[src/rtl/irq_hub_pkg.sv]
package irq_hub_pkg;
    localparam int DATA_W = 32;
    localparam int ADDR_W = 4;
    localparam int TMR_W  = 16;

    // fixed bit positions
    localparam int BIT_PHY1   = 26;
    localparam int BIT_PHY2   = 27;
    localparam int BIT_GPIO   = 12;
    localparam int BIT_TMR    = 19;
    localparam int BIT_IRQEN  = 8;
    localparam int BIT_POL    = 4;
    localparam int BIT_TMREN  = 29;
    localparam int GPIO_EN_LO = 16;

    localparam logic [ADDR_W-1:0] A_STS   = 4'd0;
    localparam logic [ADDR_W-1:0] A_TOPEN = 4'd1;
    localparam logic [ADDR_W-1:0] A_CFG   = 4'd2;
    localparam logic [ADDR_W-1:0] A_P1FLG = 4'd3;
    localparam logic [ADDR_W-1:0] A_P1EN  = 4'd4;
    localparam logic [ADDR_W-1:0] A_P2FLG = 4'd5;
    localparam logic [ADDR_W-1:0] A_P2EN  = 4'd6;
    localparam logic [ADDR_W-1:0] A_GPIO  = 4'd7;
    localparam logic [ADDR_W-1:0] A_TCFG  = 4'd8;
    localparam logic [ADDR_W-1:0] A_TCNT  = 4'd9;
endpackage

[src/rtl/irq_flag_bank.sv]
module irq_flag_bank #(
    parameter int W = 7
) (
    input  logic         clk,
    input  logic         rst_n,
    input  logic [W-1:0] evt_i,
    input  logic         clr_i,
    input  logic [W-1:0] clr_bits_i,
    output logic [W-1:0] flags_o
);
    typedef struct packed {
        logic [W-1:0] prev;
        logic [W-1:0] flags;
    } bank_st_t;

    bank_st_t st_d, st_q;
    logic [W-1:0] rise;
    logic [W-1:0] wipe;

    always_comb begin
        rise       = evt_i & ~st_q.prev;
        wipe       = clr_i ? clr_bits_i : '0;
        st_d.prev  = evt_i;
        // a new edge wins over a clear in the same cycle
        st_d.flags = (st_q.flags & ~wipe) | rise;
    end

    always_ff @(posedge clk) begin
        if (!rst_n) st_q <= '0;
        else        st_q <= st_d;
    end

    assign flags_o = st_q.flags;

    // an edge always leaves its flag set one cycle later
    p_edge_sets_r1: assert property (@(posedge clk) disable iff (!rst_n)
        ((evt_i & ~st_q.prev) != '0) |=>
        ((($past(evt_i) & ~$past(st_q.prev)) & ~flags_o) == '0));

    // a flag only drops when a one was written to it
    p_sticky_r2: assert property (@(posedge clk) disable iff (!rst_n)
        1'b1 |=> ((($past(flags_o) & ~($past(clr_i) ? $past(clr_bits_i) : '0))
                   & ~flags_o) == '0));
endmodule

[src/rtl/irq_wrap_timer.sv]
module irq_wrap_timer #(
    parameter int CW       = 16,
    parameter int PRESCALE = 4
) (
    input  logic          clk,
    input  logic          rst_n,
    input  logic          en_i,
    input  logic [CW-1:0] reload_i,
    output logic [CW-1:0] cnt_o,
    output logic          wrap_o
);
    localparam int PW = (PRESCALE > 1) ? $clog2(PRESCALE) : 1;
    localparam logic [PW-1:0] PLAST = PW'(PRESCALE - 1);

    typedef struct packed {
        logic          en_prev;
        logic [PW-1:0] pre;
        logic [CW-1:0] cnt;
        logic          wrap;
    } tmr_st_t;

    tmr_st_t st_d, st_q;

    always_comb begin
        st_d         = st_q;
        st_d.en_prev = en_i;
        st_d.wrap    = 1'b0;
        if (en_i && !st_q.en_prev) begin
            st_d.cnt = reload_i;
            st_d.pre = '0;
        end else if (en_i) begin
            if (st_q.pre == PLAST) begin
                st_d.pre = '0;
                if (st_q.cnt == '0) begin
                    st_d.cnt  = '1;
                    st_d.wrap = 1'b1;
                end else begin
                    st_d.cnt = st_q.cnt - 1'b1;
                end
            end else begin
                st_d.pre = st_q.pre + 1'b1;
            end
        end
    end

    always_ff @(posedge clk) begin
        if (!rst_n) st_q <= '0;
        else        st_q <= st_d;
    end

    assign cnt_o  = st_q.cnt;
    assign wrap_o = st_q.wrap;

    // a wrap event always coincides with an all-ones count
    p_wrap_full_r8: assert property (@(posedge clk) disable iff (!rst_n)
        wrap_o |-> (cnt_o == '1));

    // a stopped timer holds its count
    p_hold_r7: assert property (@(posedge clk) disable iff (!rst_n)
        !en_i |=> $stable(cnt_o));
endmodule

[src/rtl/irq_hub.sv]
module irq_hub
    import irq_hub_pkg::*;
#(
    parameter int PHY_EVTS   = 7,
    parameter int GPIO_LINES = 12,
    parameter int PRESCALE   = 4
) (
    input  logic                  clk,
    input  logic                  rst_n,
    input  logic [PHY_EVTS-1:0]   phy1_evt,
    input  logic [PHY_EVTS-1:0]   phy2_evt,
    input  logic [GPIO_LINES-1:0] gpio_evt,
    input  logic                  reg_wr,
    input  logic [ADDR_W-1:0]     reg_addr,
    input  logic [DATA_W-1:0]     reg_wdata,
    output logic [DATA_W-1:0]     reg_rdata,
    output logic                  irq_out
);
    localparam int NPORT = 2;

    typedef struct packed {
        logic [NPORT-1:0][PHY_EVTS-1:0] phy_en;
        logic [GPIO_LINES-1:0]          gpio_en;
        logic                           top_phy1;
        logic                           top_phy2;
        logic                           top_gpio;
        logic                           top_tmr;
        logic                           irq_en;
        logic                           pol;
        logic                           tmr_run;
        logic [TMR_W-1:0]               tmr_reload;
        logic                           tmr_flag;
        logic                           irq;
    } hub_st_t;

    hub_st_t st_d, st_q;

    logic [NPORT-1:0][PHY_EVTS-1:0] phy_evt_w;
    logic [NPORT-1:0][PHY_EVTS-1:0] phy_flags;
    logic [NPORT-1:0]               phy_clr;
    logic [GPIO_LINES-1:0]          gpio_flags;
    logic                           gpio_clr;
    logic [TMR_W-1:0]               tmr_cnt;
    logic                           tmr_wrap;
    logic [DATA_W-1:0]              top_sts;
    logic [DATA_W-1:0]              top_en_vec;
    logic                           pending;

    assign phy_evt_w[0] = phy1_evt;
    assign phy_evt_w[1] = phy2_evt;
    assign phy_clr[0]   = reg_wr && (reg_addr == A_P1FLG);
    assign phy_clr[1]   = reg_wr && (reg_addr == A_P2FLG);
    assign gpio_clr     = reg_wr && (reg_addr == A_GPIO);

    for (genvar p = 0; p < NPORT; p++) begin : g_port
        irq_flag_bank #(.W(PHY_EVTS)) u_phy_bank (
            .clk        (clk),
            .rst_n      (rst_n),
            .evt_i      (phy_evt_w[p]),
            .clr_i      (phy_clr[p]),
            .clr_bits_i (reg_wdata[PHY_EVTS-1:0]),
            .flags_o    (phy_flags[p])
        );
    end

    irq_flag_bank #(.W(GPIO_LINES)) u_gpio_bank (
        .clk        (clk),
        .rst_n      (rst_n),
        .evt_i      (gpio_evt),
        .clr_i      (gpio_clr),
        .clr_bits_i (reg_wdata[GPIO_LINES-1:0]),
        .flags_o    (gpio_flags)
    );

    irq_wrap_timer #(.CW(TMR_W), .PRESCALE(PRESCALE)) u_timer (
        .clk      (clk),
        .rst_n    (rst_n),
        .en_i     (st_q.tmr_run),
        .reload_i (st_q.tmr_reload),
        .cnt_o    (tmr_cnt),
        .wrap_o   (tmr_wrap)
    );

    always_comb begin
        top_sts             = '0;
        top_sts[BIT_PHY1]   = |(phy_flags[0] & st_q.phy_en[0]);
        top_sts[BIT_PHY2]   = |(phy_flags[1] & st_q.phy_en[1]);
        top_sts[BIT_GPIO]   = |(gpio_flags & st_q.gpio_en);
        top_sts[BIT_TMR]    = st_q.tmr_flag;
        top_en_vec           = '0;
        top_en_vec[BIT_PHY1] = st_q.top_phy1;
        top_en_vec[BIT_PHY2] = st_q.top_phy2;
        top_en_vec[BIT_GPIO] = st_q.top_gpio;
        top_en_vec[BIT_TMR]  = st_q.top_tmr;
        pending              = st_q.irq_en && ((top_sts & top_en_vec) != '0);
    end

    always_comb begin
        st_d = st_q;
        if (reg_wr) begin
            unique case (reg_addr)
                A_STS:   if (reg_wdata[BIT_TMR]) st_d.tmr_flag = 1'b0;
                A_TOPEN: begin
                    st_d.top_phy1 = reg_wdata[BIT_PHY1];
                    st_d.top_phy2 = reg_wdata[BIT_PHY2];
                    st_d.top_gpio = reg_wdata[BIT_GPIO];
                    st_d.top_tmr  = reg_wdata[BIT_TMR];
                end
                A_CFG: begin
                    st_d.irq_en = reg_wdata[BIT_IRQEN];
                    st_d.pol    = reg_wdata[BIT_POL];
                end
                A_P1EN:  st_d.phy_en[0] = reg_wdata[PHY_EVTS-1:0];
                A_P2EN:  st_d.phy_en[1] = reg_wdata[PHY_EVTS-1:0];
                A_GPIO:  st_d.gpio_en   = reg_wdata[GPIO_EN_LO +: GPIO_LINES];
                A_TCFG: begin
                    st_d.tmr_run    = reg_wdata[BIT_TMREN];
                    st_d.tmr_reload = reg_wdata[TMR_W-1:0];
                end
                default: ;
            endcase
        end
        if (tmr_wrap) st_d.tmr_flag = 1'b1;
        st_d.irq = pending ? st_q.pol : ~st_q.pol;
    end

    always_ff @(posedge clk) begin
        if (!rst_n) begin
            st_q     <= '0;
            st_q.pol <= 1'b1;
        end else begin
            st_q <= st_d;
        end
    end

    always_comb begin
        reg_rdata = '0;
        unique case (reg_addr)
            A_STS:   reg_rdata = top_sts;
            A_TOPEN: reg_rdata = top_en_vec;
            A_CFG: begin
                reg_rdata[BIT_IRQEN] = st_q.irq_en;
                reg_rdata[BIT_POL]   = st_q.pol;
            end
            A_P1FLG: reg_rdata[PHY_EVTS-1:0] = phy_flags[0];
            A_P1EN:  reg_rdata[PHY_EVTS-1:0] = st_q.phy_en[0];
            A_P2FLG: reg_rdata[PHY_EVTS-1:0] = phy_flags[1];
            A_P2EN:  reg_rdata[PHY_EVTS-1:0] = st_q.phy_en[1];
            A_GPIO: begin
                reg_rdata[GPIO_LINES-1:0]             = gpio_flags;
                reg_rdata[GPIO_EN_LO +: GPIO_LINES]   = st_q.gpio_en;
            end
            A_TCFG: begin
                reg_rdata[BIT_TMREN]   = st_q.tmr_run;
                reg_rdata[TMR_W-1:0]   = st_q.tmr_reload;
            end
            A_TCNT:  reg_rdata[TMR_W-1:0] = tmr_cnt;
            default: reg_rdata = '0;
        endcase
    end

    assign irq_out = st_q.irq;

    // output disabled means the pin sits at the inactive level
    p_gate_off_r5: assert property (@(posedge clk) disable iff (!rst_n)
        !st_q.irq_en |=> (irq_out == !$past(st_q.pol)));

    // all gates open and a cause pending drives the active level
    p_gate_on_r6: assert property (@(posedge clk) disable iff (!rst_n)
        (st_q.irq_en && ((top_sts & top_en_vec) != '0)) |=> (irq_out == $past(st_q.pol)));

    // a wrap always leaves the timer status bit set
    p_wrap_flag_r8: assert property (@(posedge clk) disable iff (!rst_n)
        tmr_wrap |=> st_q.tmr_flag);
endmodule

[config.mk]
export PLATFORM = sky130hd
export DESIGN_NAME = irq_hub
export DESIGN_NICKNAME = d
export VERILOG_FILES = /design/src/rtl/irq_hub_pkg.sv /design/src/rtl/irq_flag_bank.sv /design/src/rtl/irq_wrap_timer.sv /design/src/rtl/irq_hub.sv
export SDC_FILE = /design/constraint.sdc
export NUM_CORES = 1
export LEC_CHECK = 0
export BUFFER_PORTS_ARGS = -buffer_cell sky130_fd_sc_hd__buf_2
export CORE_ASPECT_RATIO = 1.25
export CORE_MARGIN = 10
export CORE_UTILIZATION = 55
export DETAILED_ROUTE_END_ITERATION = 6
export PLACE_DENSITY = 0.81
export SLEW_MARGIN = 5
export SYNTH_ARGS = -nofsm -noshare
export SYNTH_HDL_FRONTEND = slang
export SYNTH_HIERARCHICAL = 1
export SYNTH_SLANG_ARGS = --single-unit
[constraint.sdc]
create_clock -name clk -period 2.3 [get_ports clk]
set_clock_uncertainty 0.1 [all_clocks]
set_input_delay 0.115 -clock clk [delete_from_list [all_inputs] [get_ports clk]]
set_output_delay 0.115 -clock clk [all_outputs]
set_load 0.02 [all_outputs]
# Word-level counts from Yosys, hierarchy flattened
# Cells that the tools add are included.
# op_classes
n_eq_ne	10
reduce_logical	27
addsub	2
mux	23
bitwise_logic	23
# ops
cell	count
$and A7 B7 Y7	6
$and A12 B12 Y12	3
$pmux W12 S3	1
$mux W17	2
$mux W16	2
$reduce_bool A32 Y1	1
$and A28 B28 Y28	1
$not A7 Y7	4
$pmux W4 S7	1
$not A12 Y12	2
$eq A4 B3 Y1 const B	4
$logic_not A16 Y1	1
$pmux W4 S4	1
$sub A16 B1 Y16 const B	1
$mux W7	2
$or A7 B7 Y7	2
$pmux W2 S7	1
$reduce_and A2 Y1	7
$reduce_or A7 Y1	2
$mux W12	1
$or A12 B12 Y12	1
$reduce_or A12 Y1	1
$reduce_bool A2 Y1	5
$pmux W3 S3	1
17 further kinds	32
# word_totals
input_bits	65
register_bits	123
word_cells	108
out_inout_bits	33

# Logic depth before layout (Yosys ltp)
# depth
depth_word	6
mapped_depth	9

# By module
# The synthesis kept the hierarchy.
# modules_own_cells
module	cells_per_inst	instances	seq_area_each_um2	area_per_inst_um2
irq_hub	346	1	1021.0	2786.4
irq_wrap_timer	181	1	400.4	1435.1
irq_flag_bank (g_port[0].u_phy_bank ...)	51	2	280.3	541.8
irq_flag_bank (u_gpio_bank)	88	1	480.5	933.4

# Worst setup path before layout
# Ideal clock, no wire load.
# synth_timing
path_kind	register to register
start	reg u_timer.st_q, in the netlist u_timer/cnt_o[4]
end	reg u_timer.st_q, in the netlist u_timer/cnt_o[15]
required_ns	2.066
t_arrival_ns	1.847
synth_period_minus_slack_ns	2.082
path_stages_with_launch	7
n_path_buf	2
slack_ns	0.218
cell_sequence	dfxtp_1 -> buf_6 -> or4_4 -> buf_6 -> nor4b_4 -> a211oi_1 -> or4b_1
# synth_between
elab_chain_cells	5
word_cells_on_any_way	6
# synth_rtl
item	line	text
from (decl)	irq_wrap_timer.sv:22	tmr_st_t st_d, st_q;
from (signal assigned)	irq_wrap_timer.sv:48	else st_q <= st_d;
$sub A16 B1 Y16 or $logic_not A16 Y1 (tied branches)	irq_wrap_timer.sv:38, irq_wrap_timer.sv:34	
$mux W16 *	irq_wrap_timer.sv:34	if (st_q.cnt == '0) begin
$mux W17 *	irq_wrap_timer.sv:32	if (st_q.pre == PLAST) begin
$mux W17 *	irq_wrap_timer.sv:31	end else if (en_i) begin
$mux W16 *	irq_wrap_timer.sv:28	if (en_i && !st_q.en_prev) begin
# Mark *: on every way between the ends. The rest lies on a longest branch, timed or not. The select of a mux whose other input is x is not followed.
# A chain may end at the register's enable or synchronous reset.

==> metrics.log <==
INFO  metric post-place-ws = 0.0620 ns
INFO  metric cts-buffers-inserted = 17
INFO  metric report.final.hold_viol_count = 0
INFO  metric via_count = 5925
INFO  metric die_h = 139 um
INFO  metric drt-vias-per-instance = 6.13
INFO  metric reg2regPathDepth = 5
INFO  metric end_kind = flop
INFO  metric cp_data_required_time = 2.48 ns
INFO  metric port_buffers = 91
INFO  metric drt_drc_violations_left = 0
INFO  metric setup_viol = 0
INFO  metric crit_path_start = st_q[38]
INFO  metric worst_slew_pin_slew = 0.678 ns
INFO  metric synth-warning-count = 6
INFO  metric critical_path_peak_fanout = 3
INFO  metric fp.coreArea = 11100 um2
INFO  metric maxSlewViolCount = 0
INFO  metric grt_usage = 23.9%
INFO  metric ys_seq_area_share = 39.5%
INFO  metric clk_pin_slew = 0.05 ns
INFO  metric row_count = 43
INFO  metric layout.filler_cells = 855
INFO  metric syn_inst = 717
INFO  metric post_route_cells_drive_above_1_share = 20.7%
INFO  metric power_density = 717 nW/um2
INFO  metric drtPass1Iterations = 7
INFO  metric wirelength = 19.3 mm
INFO  metric timing.critical_path.cells = a222oi_1 -> nand3_1 -> a222oi_1 -> nor2_1 -> or4_1
INFO  metric grt_first_pass_wirelength = 30.9 mm
INFO  metric design.final.nets = 886
INFO  metric place.detailed.hpwl = 13.1 mm
INFO  metric clock_tree.htree_level_count = 4
INFO  metric critPathSlowestCell = sky130_fd_sc_hd__or4_1
INFO  metric synth.area.top_cells = sky130_fd_sc_hd__dfxtp_1, sky130_fd_sc_hd__nand2_1, sky130_fd_sc_hd__buf_4
INFO  metric clock_latency = 0.42 ns
INFO  metric gp_routability_congestion = 0.935
INFO  metric grt_overflow = 0
INFO  metric timing.setup.critical_path_class = reg -> reg
INFO  metric max_frequency = 451 MHz
INFO  metric post-route-worst-setup-slack = 0.0818 ns
INFO  metric cp_num_buf_inv = 0
INFO  metric drtIter0Drc = 645
INFO  metric worstReg2RegEnd = irq_out
INFO  metric flow.area_growth_from_synthesis = 23.1%
INFO  metric critPathTopFamily = compound AO/OA/AOI/OAI gates
INFO  metric antenna_cells_inserted = 0
INFO  metric hold_path.startpoint = rst_n
INFO  metric critical_path_depth = 5
INFO  metric timing.setup.tns = 0 ns
INFO  metric ys_async_sr_fraction = 0%
INFO  metric floorplan.initialDensity = 56.3%
INFO  metric synth_edf_count = 0
INFO  metric die_width = 115 um
INFO  metric final_period_minus_worst_setup_slack = 2.22 ns
INFO  metric antenna_found_initial = 0
INFO  metric synth-seq-cells = 123
INFO  metric vdd_ir_drop_max = 0.529 mV
INFO  metric area_taken_by_multi_input_logic_gates = 3160 um2
INFO  metric ctsLongestPathBuffers = 2
INFO  metric synthFlopType = sky130_fd_sc_hd__dfxtp_1
INFO  metric p_leak = 3.21 nW
INFO  metric max_cap_viol_count = 0
INFO  metric die_area = 16000 um2
INFO  metric seq_area = 2460 um2
INFO  metric worst_slew_margin_rel = 54.4%
INFO  metric synth.distinct_cells = 66
INFO  metric netlist.top_cell.by_area = sky130_fd_sc_hd__dfxtp_1
INFO  metric critPathMaxStageDelay = 0.53 ns
INFO  metric layout_worst_path_cycle_share = 96.4%
INFO  metric worstReg2RegStart = st_q[38]
INFO  metric antenna_violating_nets_post_route = 0
INFO  metric worst_path_most_repeated_cell = sky130_fd_sc_hd__a222oi_1
INFO  metric timing.reg2reg.setup_slack = 0.08 ns
INFO  metric cts_sinks = 123
INFO  metric ioPinCount = 98
INFO  metric area_fraction_of_the_dominant_cell_type_after_synthesis = 39.5%
INFO  metric hold_depth = 2
INFO  metric outcome = completed
INFO  metric grt_pass1_vias = 5909
INFO  metric hold_class = in -> reg
INFO  metric cp_startpoint_kind = flop
INFO  metric wl_per_cell = 20.0 um
INFO  metric netlist_area = 6240 um2
INFO  metric grt_setup_unrepaired = false
INFO  metric crit_path_end = irq_out
INFO  metric grt_start_max_net_pins = 69
INFO  metric tritoncts = yes
INFO  metric clockRootBuffer = sky130_fd_sc_hd__clkbuf_16
INFO  metric critPathArrivalTime = 2.40 ns
INFO  metric postSynthAreaPerCell = 8.70 um2
[cell usage in the layout, fill, tap and decap left out, drive strengths merged, types with 3 or more instances in the layout]
| cell | n |
|---|---|
| mux2i | 11 |
| a21boi | 45 |
| o31ai | 3 |
| o211ai | 6 |
| and2 | 41 |
| a21oi | 8 |
| a22o | 11 |
| a222oi | 13 |
| clkbuf | 19 |
| o21a | 3 |
| o21ai | 14 |
| dlygate4sd3 | 55 |
| and3b | 26 |
| o41ai | 3 |
| nand2b | 5 |
| nand4 | 10 |
| nand3 | 22 |
| nor4 | 6 |
| and3 | 7 |
| o22ai | 4 |
| ha | 3 |
| nor2b | 12 |
| a31o | 29 |
| a22oi | 22 |
| nor3b | 3 |
| bufinv | 3 |
| clkinv | 7 |
| nor2 | 16 |
| inv | 15 |
| a221oi | 4 |
| conb | 3 |
| dfxtp | 123 |
| buf | 118 |
| mux2 | 4 |
| nor3 | 6 |
| nand2 | 120 |
| or4 | 3 |
[cell families after synthesis]
family | count (synthesis) | share of synthesized area (%)
other cells | 1 | 0.0601
compound gates | 178 | 22.1
simple gates | 290 | 25.1
xor+xnor | 1 | 0.140
mux | 15 | 2.49
buf+inv | 106 | 9.99
flops | 123 | 39.5
fa+ha+maj | 3 | 0.602
[cell type report]
type                       instances  area share (%)
multi-input combinational        490            41.1
sequential                       123            32.1
timing repair buffer             173            15.9
clock buffer                      19            5.90
tap                              135            2.20
clock inverter                    13            2.15
inverter                          13           0.635
[worst reg2reg max path: cells and delay by family (launching register included)]
kind	cells	cell delay [ns]
simple gates	3	0.79
compound gates	2	0.86
flops	1	0.33
[cells in the mapped netlist (all sizes together), types with 8 or more instances]
| library cell | instances |
|---|---|
| a22o | 11 |
| a31o | 29 |
| nand4 | 10 |
| clkbuf | 32 |
| a222oi | 13 |
| and2 | 41 |
| nor2b | 12 |
| a21boi | 45 |
| buf | 61 |
| mux2i | 11 |
| inv | 13 |
| dfxtp | 123 |
| and3b | 26 |
| a22oi | 22 |
| a21oi | 8 |
| nand3 | 22 |
| nand2 | 120 |
| o21ai | 14 |
| nor2 | 16 |
[state kept, by name (all words and copies together), names as in the netlist]
register	cells
irq_out	1
g_port.u_phy_bank/flags_o	14
u_timer/wrap_o	1
u_timer/cnt_o	16
g_port.u_phy_bank/st_q	14
u_timer/st_q	3
u_gpio_bank/flags_o	12
u_gpio_bank/st_q	12
st_q	50
[worst min-delay path by stage]
stage,endpoint,slack (ns)
floorplan,g_port[0].u_phy_bank/st_q[10],0.14
global placement,g_port[0].u_phy_bank/st_q[8],0.23
detailed placement,u_gpio_bank/st_q[14],0.23
CTS,u_timer/cnt_o[0],0.02
global route,u_timer/cnt_o[0],0.03
finish,u_timer/cnt_o[0],0.04
[stage by stage]
| stage | std cells | hold WS (ns) | util (%) | area (um2) | power [mW] |
|---|---|---|---|---|---|
| 2_1_floorplan | 719 | 0.137 | - | 6250 | 2.58 |
| 3_3_place_gp | 878 | 0.231 | 58.7 | 6510 | 2.68 |
| 3_5_place_dp | 878 | 0.233 | 58.7 | 6510 | 2.69 |
| 4_1_cts | 965 | 0.0157 | 69.2 | 7670 | 5.51 |
| 5_1_grt | 966 | 0.0310 | 69.3 | 7680 | 5.67 |
| 6_report | 966 | 0.0376 | 69.3 | 7680 | 5.51 |
[layer usage]
metal  GRT usage, %  up-vias  wire length, um
li1               -     2746                -
met1           28.5     2819             7570
met2           38.1      297             9630
met3           6.32       63             1400
met4           12.1        0              730
met5              0        -                0
[power by group]
part | leakage [nW] | switching (mW) | internal, mW
logic | 1.90 | 0.224 | 0.228
clock network | 0.304 | 1.01 | 1.77
registers | 1.01 | 0.0702 | 2.21
[timing repair]
item                       in CTS  in global routing
buffers inserted                0                  1
setup endpoints to repair       0                  1
gates resized for setup         0                  0
hold buffers                   55                  0
hold endpoints to repair       95                  0
Note: power is estimated with default switching activity, not from simulation.
